--- config.mk ---
export PLATFORM = sky130hd
export DESIGN_NAME = async_frame_rx
export DESIGN_NICKNAME = d
export VERILOG_FILES = /design/src/rtl/async_frame_rx.sv
export SDC_FILE = /design/constraint.sdc
export NUM_CORES = 1
export LEC_CHECK = 0
export BUFFER_PORTS_ARGS = -buffer_cell sky130_fd_sc_hd__buf_2
export CAP_MARGIN = 0
export CORE_ASPECT_RATIO = 1.75
export CORE_MARGIN = 4
export CORE_UTILIZATION = 35
export CTS_CLUSTER_SIZE = 10
export DETAILED_ROUTE_END_ITERATION = 6
export GPL_ROUTABILITY_DRIVEN = 1
export PLACE_DENSITY = 0.57
export SLEW_MARGIN = 25
export SYNTH_ARGS = -nofsm -noshare
export SYNTH_HDL_FRONTEND = slang
export SYNTH_SLANG_ARGS = --single-unit
--- constraint.sdc ---
create_clock -name clk -period 1.8 [get_ports clk]
set_clock_uncertainty 0.1 [all_clocks]
set_input_delay 0.09 -clock clk [delete_from_list [all_inputs] [get_ports clk]]
set_output_delay 0.09 -clock clk [all_outputs]
set_load 0.005 [all_outputs]
--- src/rtl/async_frame_rx.sv ---
module async_frame_rx #(
  parameter int OVS = 16
) (
  input  logic       clk,
  input  logic       rst_n,
  input  logic       baud_tick,
  input  logic       rx_in,
  input  logic [2:0] len_sel,
  input  logic [1:0] par_mode,
  output logic [7:0] rx_data,
  output logic       rx_bit8,
  output logic       rx_valid,
  output logic       parity_err,
  output logic       frame_err
);
  localparam int HALF = OVS / 2;
  localparam int CW   = (OVS > 2) ? $clog2(OVS) : 1;

  typedef enum logic [2:0] {S_IDLE, S_START, S_DATA, S_PAR, S_STOP} st_t;

  st_t         st;
  logic [1:0]  sync_q;
  logic        rx_prev;
  logic [CW-1:0] cnt;
  logic [3:0]  bidx, nb_q;
  logic [1:0]  pm_q;
  logic [8:0]  shreg;
  logic        par_acc, perr_q;

  wire        rx_s     = sync_q[1];
  wire [3:0]  nbits_in = (len_sel > 3'd3) ? 4'd9 : 4'd5 + {1'b0, len_sel};
  wire [CW-1:0] lim    = (st == S_START) ? CW'(HALF - 1) : CW'(OVS - 1);
  wire        mid      = baud_tick && (cnt == lim);
  wire [8:0]  aligned  = shreg >> (4'd9 - nb_q);

  always_ff @(posedge clk) begin
    if (!rst_n) begin
      sync_q  <= 2'b11;
      rx_prev <= 1'b1;
    end else begin
      sync_q  <= {sync_q[0], rx_in};
      rx_prev <= rx_s;
    end
  end

  always_ff @(posedge clk) begin
    if (!rst_n) begin
      st         <= S_IDLE;
      cnt        <= '0;
      bidx       <= '0;
      nb_q       <= 4'd8;
      pm_q       <= 2'b00;
      shreg      <= '0;
      par_acc    <= 1'b0;
      perr_q     <= 1'b0;
      rx_data    <= '0;
      rx_bit8    <= 1'b0;
      rx_valid   <= 1'b0;
      parity_err <= 1'b0;
      frame_err  <= 1'b0;
    end else begin
      rx_valid <= 1'b0;
      if (st != S_IDLE && baud_tick)
        cnt <= mid ? '0 : cnt + 1'b1;
      case (st)
        S_IDLE:
          if (rx_prev && !rx_s) begin
            st      <= S_START;
            cnt     <= '0;
            bidx    <= '0;
            nb_q    <= nbits_in;
            pm_q    <= par_mode;
            par_acc <= 1'b0;
          end
        S_START:
          if (mid) st <= rx_s ? S_IDLE : S_DATA;
        S_DATA:
          if (mid) begin
            shreg   <= {rx_s, shreg[8:1]};
            par_acc <= par_acc ^ rx_s;
            bidx    <= bidx + 4'd1;
            if (bidx == nb_q - 4'd1) st <= pm_q[1] ? S_PAR : S_STOP;
          end
        S_PAR:
          if (mid) begin
            perr_q <= par_acc ^ rx_s ^ pm_q[0];
            st     <= S_STOP;
          end
        S_STOP:
          if (mid) begin
            rx_valid   <= 1'b1;
            frame_err  <= !rx_s;
            parity_err <= pm_q[1] & perr_q;
            rx_bit8    <= aligned[8];
            rx_data    <= aligned[7:0];
            st         <= S_IDLE;
          end
        default: st <= S_IDLE;
      endcase
    end
  end

  a_r2_valid_single: assert property (@(posedge clk) disable iff (!rst_n)
    rx_valid |=> !rx_valid);

  a_r6_ferr_line: assert property (@(posedge clk) disable iff (!rst_n)
    rx_valid |-> (frame_err == !$past(rx_s)));

  a_r5_no_parity: assert property (@(posedge clk) disable iff (!rst_n)
    (rx_valid && !pm_q[1]) |-> !parity_err);

  a_r3_upper_zero: assert property (@(posedge clk) disable iff (!rst_n)
    rx_valid |-> (({rx_bit8, rx_data} >> nb_q) == 9'd0));

  a_r8_hold: assert property (@(posedge clk) disable iff (!rst_n)
    !rx_valid |-> $stable(rx_data) && $stable(frame_err));
endmodule

==> results.md, run 1 <==
Final layout:
- In the final layout, flip-flops and latches occupy 866 µm².
- The number of cells in the finished layout apart from fillers is between 300 and 400.
- For this run, the post-layout net count is ~300.
- Summing all multi-input logic gate instances after layout gives 1360 µm².
- The fraction of layout cells with a size suffix above 1 is 25.2%.
- At the end of the flow the core is filled with cells to a little over two fifths.
- The number of fillers in the final layout is 648.
- The signed area change from the synthesized netlist to the final layout is 19.8%.
- The antenna diode count is 0.

Global route:
- The aggregate global routing overflow is 0.
- Entering global routing, the biggest net connects 27 pins.
- Global routing used 2.62% of the available met3 tracks.
- The via count of the first global-routing pass was about 2,000.
- Global routing consumed, over all layers together, between 10% and 20% of the routing resources.
- The initial antenna violation count is 0.
- The global routing stage identified its most utilized layer as met2.
- Global routing consumed, on the met2 layer, between 20% and 30% of the routing resources.
- The wire length of the first global-routing pass is between 9000 and 10,000 µm.
- For this run, global-route usage on met1 was measured as 13.4%.

Routing:
- Dividing the detail-routed via count by the number of cells gives around 5.
- The count of TritonRoute iterations in the first routing pass is 4.
- After the first detailed-routing iteration, the DRC count stood at 103.
- Once detail routing completed, the nets flagged for antenna violations numbered 0.
- Dividing the detail-routed wire length by the instance count gives 14.0 µm.
- The total wire length is 5200 µm.
- The total via count in the routed design is between 1,500 and 2,000.
- The count of unresolved DRC violations after routing is 0.

Yosys:
- The primary flip-flop cell chosen by synthesis mapping is sky130_fd_sc_hd__dfxtp_1.
- In this run, synthesis inferred 0 flip-flops with an integrated enable.
- During synthesis, Yosys emitted a total of 0 warnings.
- The netlist area before placement is 2290 µm².
- The number of different library cells in the post-synthesis netlist is 50.
- The sequential element share of the synthesized area is a little under two fifths.
- Of all flip-flops after synthesis, the portion carrying an async set or reset was 0%.
- The post-synth net total is 265.
- The gate count of the mapped netlist is 249.
- In the post-synthesis netlist, the cell with the most instances is sky130_fd_sc_hd__dfxtp_1.
- The commonest cells after synthesis are 43 x sky130_fd_sc_hd__dfxtp_1, 33 x sky130_fd_sc_hd__nand2_1, 18 x sky130_fd_sc_hd__nor2_1.
- After synthesis, the cell types taking the most area are sky130_fd_sc_hd__dfxtp_1 38%, sky130_fd_sc_hd__nand2_1 5.4%, sky130_fd_sc_hd__a21boi_0 4.6%.
- sky130_fd_sc_hd__dfxtp_1 takes more of the synthesized area than any other cell.
- The average cell area after synthesis is slightly above 9 µm².
- Counting flops and latches in the post-synthesis netlist gives between 40 and 50.
- The share of synthesized area in the top cell type comes to about 38%.

Clock tree:
- For the worst-skew pair, the clock arrives at the later sink with an insertion delay of ~0.30 ns.
- The longest clock path from root to sink contains 2 buffers.
- The number of H-tree branching levels is 2.
- The clock input transition at the sequential cells of the worst setup and hold paths is 0.08 ns.
- CTS saw 43 sinks.
- The CTS tree is built.
- The tree is rooted in a sky130_fd_sc_hd__clkbuf_8.
- TritonCTS created 5 clock buffers.

STA:
- Across all hold checks on the routed design, the worst slack comes to between 0.03 and 0.04 ns.
- Static timing analysis puts the maximum clock frequency at ~0.58 GHz.
- Subtracting the final worst setup slack from the clock period gives approximately 1.7 ns.
- The count of endpoints failing setup in the final report is 0.
- Setup repair after global routing could not meet its margin everywhere.
- The final number of max-transition violations is 0.
- The final critical-path share of the clock period is 95.8%.
- The remaining max-slew budget at the tightest pin is 71.3%.
- The count of endpoints failing hold in the final timing report is 0.
- At the pin with the least slew margin, the transition time is 0.429 ns.

Pwr:
- The peak supply drop is about 0.00027 V.
- The power density over cell area is between 600 and 700 nW/µm².
- The analysis attributes to cell leakage a power of roughly 1.1 nW.

Setup path:
- The worst setup path is launched from a flop.
- The endpoint identified for the worst register-to-register timing path is rx_data[4]$_SDFFE_PN0P_.
- The worst path required time is 1.90 ns.
- Along the worst path, the maximum fanout reaches 10.
- STA puts the critical path data arrival time at about 1.8 ns.
- For the worst flop-to-flop path, the logic depth is 5.
- The origin of the critical flop-to-flop path is nb_q[1]$_SDFFE_PN0P_.
- The setup path with the least slack is of type flop to flop.
- The reg2reg setup slack is 0.08 ns.
- The endpoint class of the critical path is a flop.

Min path:
- The startpoint identified for the worst hold timing path is len_sel[1].
- The worst hold path was traced through 3 stages.
- The path with the worst hold slack has its endpoint at nb_q[3]$_SDFFE_PN1P_.
- The min-delay analysis places its worst path in the category input port to flop.

Die:
- The total core area is about 6300 µm².
- In this run the vertical extent of the chip is 115 µm.
- After floorplanning, the core was divided into 38 placement rows.
- The horizontal die dimension is approximately 69 µm.
- The total I/O pin count is 21.
- The initial utilization of the core area, before any placement, comes to a little over a third.
- The floorplan step defined a die boundary enclosing ~8000 µm².

Placement:
- The cell total after placement is 357.
- The detailed-placement wirelength estimate is 3960 µm.
- The count of buffers added on input and output ports is 20.
- The congestion estimate from routability-driven global placement came to between 0.8 and 0.9.

Run:
- The tool flagged a number of max-cap violations equal to 0.

Status:
- The flow ran to the end, and the final reports show no timing, DRC or antenna violations.
[per-stage QoR]
step	setup TNS, ns	worst slack, ns	total power, mW	cell area (µm²)
floorplan	0	0.00912	1.08	2300
global placement	0	0.0272	1.13	2590
detailed placement	0	0.0242	1.13	2590
CTS	0	0.0205	1.75	2720
global route	-0.0500	-0.0318	1.80	2750
finish	0	0.0751	1.72	2750
[routing by layer]
metal | part of all wire, % | wire length, µm
met5 | 0 | 0
met4 | 3.6 | 189
met3 | 2.2 | 112
met2 | 57 | 2960
met1 | 37 | 1930
[layout make-up]
| cell class | count | share of cell area (%) |
|---|---|---|
| Tap cell | 80 | 3.64 |
| Clock inverter | 2 | 0.409 |
| Inverter | 7 | 0.955 |
| Timing Repair Buffer | 47 | 11.6 |
| Clock buffer | 6 | 2.64 |
| Multi-Input combinational cell | 185 | 49.3 |
| Sequential cell | 43 | 31.5 |
[how the worst max path moves through the flow]
stage	from	endpoint	depth (start not counted)
floorplan	nb_q[1]$_SDFFE_PN0P_	st[0]$_SDFFE_PN0P_	8
global placement	cnt[0]$_SDFF_PN0_	bidx[2]$_SDFFE_PN0P_	6
detailed placement	cnt[0]$_SDFF_PN0_	bidx[2]$_SDFFE_PN0P_	6
CTS	cnt[0]$_SDFF_PN0_	rx_data[3]$_SDFFE_PN0P_	6
global route	nb_q[1]$_SDFFE_PN0P_	st[0]$_SDFFE_PN0P_	7
finish	nb_q[1]$_SDFFE_PN0P_	rx_data[4]$_SDFFE_PN0P_	5
[power by group]
| group | leakage (nW) | internal, mW | switching (mW) | total [mW] |
|---|---|---|---|---|
| Clock | 0.0455 | 0.272 | 0.330 | 0.602 |
| Combinational | 0.703 | 0.0718 | 0.0765 | 0.148 |
| Sequential | 0.349 | 0.959 | 0.0107 | 0.970 |
| Total | 1.10 | 1.30 | 0.418 | 1.72 |
[state kept, by name, indices dropped and copies added, names as in the netlist, 2 cells and up]
register and count:
nb_q 4, cnt 4, st 3, bidx 4
pm_q 2, sync_q 2, shreg 9, rx_data 8
[cells by family (layout without fill, tap and decap cells)]
family | count (synthesis) | after routing | share of synthesized area, %
XOR/XNOR | 13 | 13 | 5.29
flip-flops | 43 | 43 | 37.5
multiplexers | 17 | 17 | 10.6
AND/OR/NAND/NOR | 95 | 95 | 20.8
AO/OA/AOI/OAI | 53 | 53 | 17.5
adder cells (fa/ha/maj) | 7 | 7 | 3.82
buffers and inverters | 21 | 62 | 4.53
[critical path, cell delays in order (launching register included)]
cell	delay, ns
sky130_fd_sc_hd__dfxtp_4	0.34
sky130_fd_sc_hd__buf_4	0.18
sky130_fd_sc_hd__mux4_2	0.53
sky130_fd_sc_hd__mux2_2	0.28
sky130_fd_sc_hd__a22oi_1	0.13
sky130_fd_sc_hd__nor2b_1	0.06
[placed cells by master, fill, tap and decap left out, types with 10 or more instances in the layout]
cell	netlist	layout
sky130_fd_sc_hd__buf_4	1	21
sky130_fd_sc_hd__nand2_1	33	33
sky130_fd_sc_hd__dfxtp_1	43	41
sky130_fd_sc_hd__nor2_1	18	17
sky130_fd_sc_hd__nor2b_1	12	12
sky130_fd_sc_hd__a21boi_0	14	13
sky130_fd_sc_hd__a22oi_1	10	10
sky130_fd_sc_hd__buf_2	4	20
[repair_timing]
action,CTS,global route
endpoints found under the setup margin,1,28
buffers inserted,0,0
gates cloned,0,0
resized for setup,1,9
hold endpoints to repair,5,0
pin swaps,0,1
hold buffers,5,0
No activity file was read; power rests on OpenSTA's default activity.
==> run 2, diff against run 1 <==
--- a/config.mk
+++ b/config.mk
@@ -14,5 +14,5 @@
 export DETAILED_ROUTE_END_ITERATION = 6
 export GPL_ROUTABILITY_DRIVEN = 1
-export PLACE_DENSITY = 0.57
+export HOLD_SLACK_MARGIN = 0.05
 export SLEW_MARGIN = 25
 export SYNTH_ARGS = -nofsm -noshare
==> constraint.sdc (replaced) <==
create_clock -name clk -period 1.8 [get_ports clk]
set_clock_uncertainty 0.1 [all_clocks]
set_input_delay 0.09 -clock clk [delete_from_list [all_inputs] [get_ports clk]]
set_output_delay 0.09 -clock clk [all_outputs]
set_load 0.01 [all_outputs]
==> results.md, run 2 (synthesis gave the netlist of run 1 again) <==
Routing:
- The DRC violation total after the first TritonRoute iteration is 89 (-14%).
- The total via count in the routed design is 1,887 (+0.69%).
- The total wire length is 5200 µm (about the same).
- The routed length per placed instance came to 13.9 µm (-0.99%).
- The average via count per standard cell was 5.05 (-0.38%).
- The count of nets left with antenna violations after detail routing is 0 (unchanged).
- The count of unresolved DRC violations after routing is 0 (unchanged).
- The count of TritonRoute iterations in the first routing pass is 4 (unchanged).

Die:
- The row count was 38 (unchanged).
- The total I/O pin count was 21 (unchanged).
- The total die area was 7970 µm² (unchanged).
- The initial cell density of the core was 36.6% (unchanged).
- The vertical extent of the die is 115 µm (unchanged).
- The horizontal die dimension is 69.2 µm (unchanged).
- The total core area is 6280 µm² (unchanged).

Clock tree:
- The cell sitting at the root of the clock tree is a sky130_fd_sc_hd__clkbuf_8.
- The number of H-tree branching levels is 2 (unchanged).
- The number of buffers created by CTS is 5 (unchanged).
- The number of sinks handled by clock tree synthesis is 43 (unchanged).
- The clock input transition at the sequential cells of the worst setup and hold paths is 0.10 ns (+0.02 ns).
- The maximum buffer depth of the clock tree is 2 (unchanged).
- The clock latency of the later-clocked register in the worst-skew pair was 0.31 ns (about the same).
- The CTS tree is built.

Final layout:
- The largest register by flop count is shreg.
- The top cell types in the final layout, fill and taps aside, are 39 x sky130_fd_sc_hd__dfxtp_1, 33 x sky130_fd_sc_hd__nand2_1, 21 x sky130_fd_sc_hd__buf_4.
- The most common cell after layout, fill and taps aside is sky130_fd_sc_hd__dfxtp_1.
- The number of fillers in the final layout was 633 (-2.3%).
- The fraction of layout cells with a size suffix above 1 came to 28.6% (+3.4 points).
- The register area came to 868 µm² (+0.29%).
- The largest registers in the layout are shreg: 9 flops, rx_data: 8 flops.
- The number of nets in the layout is 309 (+1.3%).
- The core utilization of the finished layout came to 45.6% (+1.8 points).
- The antenna diode count is 0 (unchanged).
- The number of flip-flops under the largest register name is 9 (unchanged).
- The area taken by multi-input logic gates is 1410 µm² (+4.2%).
- The area growth from synthesis to layout is 24.7%.

Setup path:
- The cell with the largest stage delay on the worst path is sky130_fd_sc_hd__dfxtp_4.
- The largest stage delay on the critical path came to 0.35 ns (-0.18 ns).
- In this run the critical register-to-register path is launched from nb_q[1]$_SDFFE_PN0P_.
- The start point of the critical path is nb_q[1]$_SDFFE_PN0P_.
- The critical register-to-register path endpoint is st[1]$_SDFFE_PN0P_.
- The biggest fanout along the worst timing path is 2 (-8).
- The reg2reg setup slack was 0.07 ns (about the same).
- The worst path arrival time is 1.87 ns (+0.05 ns).
- The critical path start-end classification is flop to flop.
- The end of the critical path is st[1]$_SDFFE_PN0P_.
- The signal on the critical path passes through inv_2 > buf_6 > ha_2 > a21boi_4 > xnor2_2 > o311ai_4 > nand2_2 > mux2i_1.
- The worst path required time is 1.94 ns (+0.04 ns).
- The nature of the critical path startpoint is a flop.
- STA classifies the critical path endpoint as a flop.
- The worst-case reg-to-reg path depth is 8 (+3).

Pwr:
- The total power is 1.78 mW (+3.3%).
- The share of power burned in the clock network was 36.1% (+1.1 points).
- The share of power burned in registers is 54.6% (-1.8 points).
- The peak supply drop is 0.000290 V (+8.3%).
- The combinational cell fraction of total power is 9.3% (+0.7 points).
- The switching part of the total is 25.7% (+1.4 points).
- The reported leakage power is 1.15 nW (+4.4%).
- The switching power summed over all nets is 456 µW (+9.2%).
- The power density over cell area is 621 nW/µm² (-0.72%).
- The internal power summed over all cells is 1.32 mW (+1.4%).

STA:
- The count of endpoints failing setup in the final report is 0 (unchanged).
- Setup repair after global routing could not meet its margin everywhere.
- The maximum achievable frequency is 0.577 GHz (-0.48%).
- The transition time at the pin with the least slew margin is 0.428 ns (-0.00111 ns).
- The count of endpoints failing hold in the final timing report is 0 (unchanged).
- The post-route worst hold slack is 0.111 ns (+0.0719 ns).
- The final-layout setup total negative slack is 0 ns (unchanged).
- The final number of max-transition violations is 0 (unchanged).
- The remaining max-slew budget at the tightest pin is 71.4% (+0.074 points).
- The final critical-path share of the clock period came to 96.3% (+0.47 points).
- The final worst-path setup slack is 0.0667 ns (-0.00837 ns).
- The shortest clock period the worst path allows after layout is 1.73 ns (+0.00837 ns).

Placement:
- The number of I/O port buffers is 20 (unchanged).
- The routability-driven placement congestion ratio is 0.820 (-1.0%).
- The placement-stage worst setup slack is -0.0255 ns (-0.0497 ns).
- The detailed-placement wirelength estimate is 3930 µm (-0.72%).

Global route:
- The maximum number of pins on one net before global-route repair is 31 (+15%).
- The initial antenna violation count was 0 (unchanged).
- The total routing usage reported by global routing came to 13.5% (-0.70 points).
- The via count of the first global-routing pass was 1,887 (-3.0%).
- The wire length of the first global-routing pass came to 8600 µm (-4.9%).
- The aggregate global routing overflow was 0 (unchanged).

Run:
- The number of maximum-capacitance violations is 0 (unchanged).

Status:
- The flow ran to the end, and the final reports show no timing, DRC or antenna violations.

Min path:
- The class of the most critical hold timing path is input port to flop.
## run 2: how the worst min path moves through the flow
| stage | from | endpoint | slack [ns] | cells past startpoint |
|---|---|---|---|---|
| after global placement | rx_in | sync_q[0]$_SDFF_PN1_ | 0.17 | 2 |
| after global routing | len_sel[1] | nb_q[1]$_SDFFE_PN0P_ | 0.12 | 4 |
| final | baud_tick | cnt[0]$_SDFF_PN0_ | 0.11 | 4 |
| after floorplan | len_sel[0] | nb_q[0]$_SDFFE_PN0P_ | 0.07 | 1 |
| after detailed placement | rx_in | sync_q[0]$_SDFF_PN1_ | 0.17 | 2 |
| after CTS | baud_tick | cnt[0]$_SDFF_PN0_ | 0.10 | 4 |
## run 2: power groups by stage
stage	combinational (mW)	clock (mW)	sequential (mW)
global placement	0.136	0	0.991
floorplan	0.0949	0	0.987
global route	0.183	0.698	0.972
CTS	0.154	0.671	0.970
detailed placement	0.139	0	0.992
finish	0.166	0.641	0.970
## run 2: final cells by class
cell class | count | share of cell area [%]
Timing Repair Buffer | 51 | 12.6
Sequential cell | 43 | 30.3
Clock buffer | 5 | 2.40
Clock inverter | 3 | 0.875
Inverter | 7 | 0.918
Tap cell | 80 | 3.50
Multi-Input combinational cell | 185 | 49.4
## run 2: per-layer routing
metal | global-route usage (%) | vias to the layer above | wire length (µm) | share of wire (%)
li1 | - | 957 | - | -
met1 | 12.6 | 896 | 1860 | 36
met2 | 26.8 | 23 | 3060 | 59
met3 | 2.89 | 11 | 121 | 2.3
met4 | 7.43 | 0 | 161 | 3.1
met5 | 0 | - | 0 | 0
## run 2: metrics by stage
| step | instance area [µm²] | instances |
|---|---|---|
| 2_1_floorplan | 2300 | 249 |
| 3_3_place_gp | 2590 | 357 |
| 3_5_place_dp | 2590 | 357 |
| 4_1_cts | 2770 | 373 |
| 5_1_grt | 2860 | 374 |
| 6_report | 2860 | 374 |
## run 2: what timing repair did
item | 4_1_cts | 5_1_grt
resized for setup | 2 | 19
pin swaps | 0 | 5
setup buffers | 0 | 1
endpoints found under the hold margin | 9 | 0
setup endpoints to repair | 2 | 20
hold buffers | 8 | 0
## run 2: critical path, delay by kind of cell (launching register included)
family / cells / cell delay [ns]
muxes: 1 / 0.18
buffers and inverters: 2 / 0.15
adders and majority gates: 1 / 0.16
AOI/OAI and AO/OA: 2 / 0.46
xor gates and xnor gates: 1 / 0.15
and+or+nand+nor: 1 / 0.11
DFF: 1 / 0.35
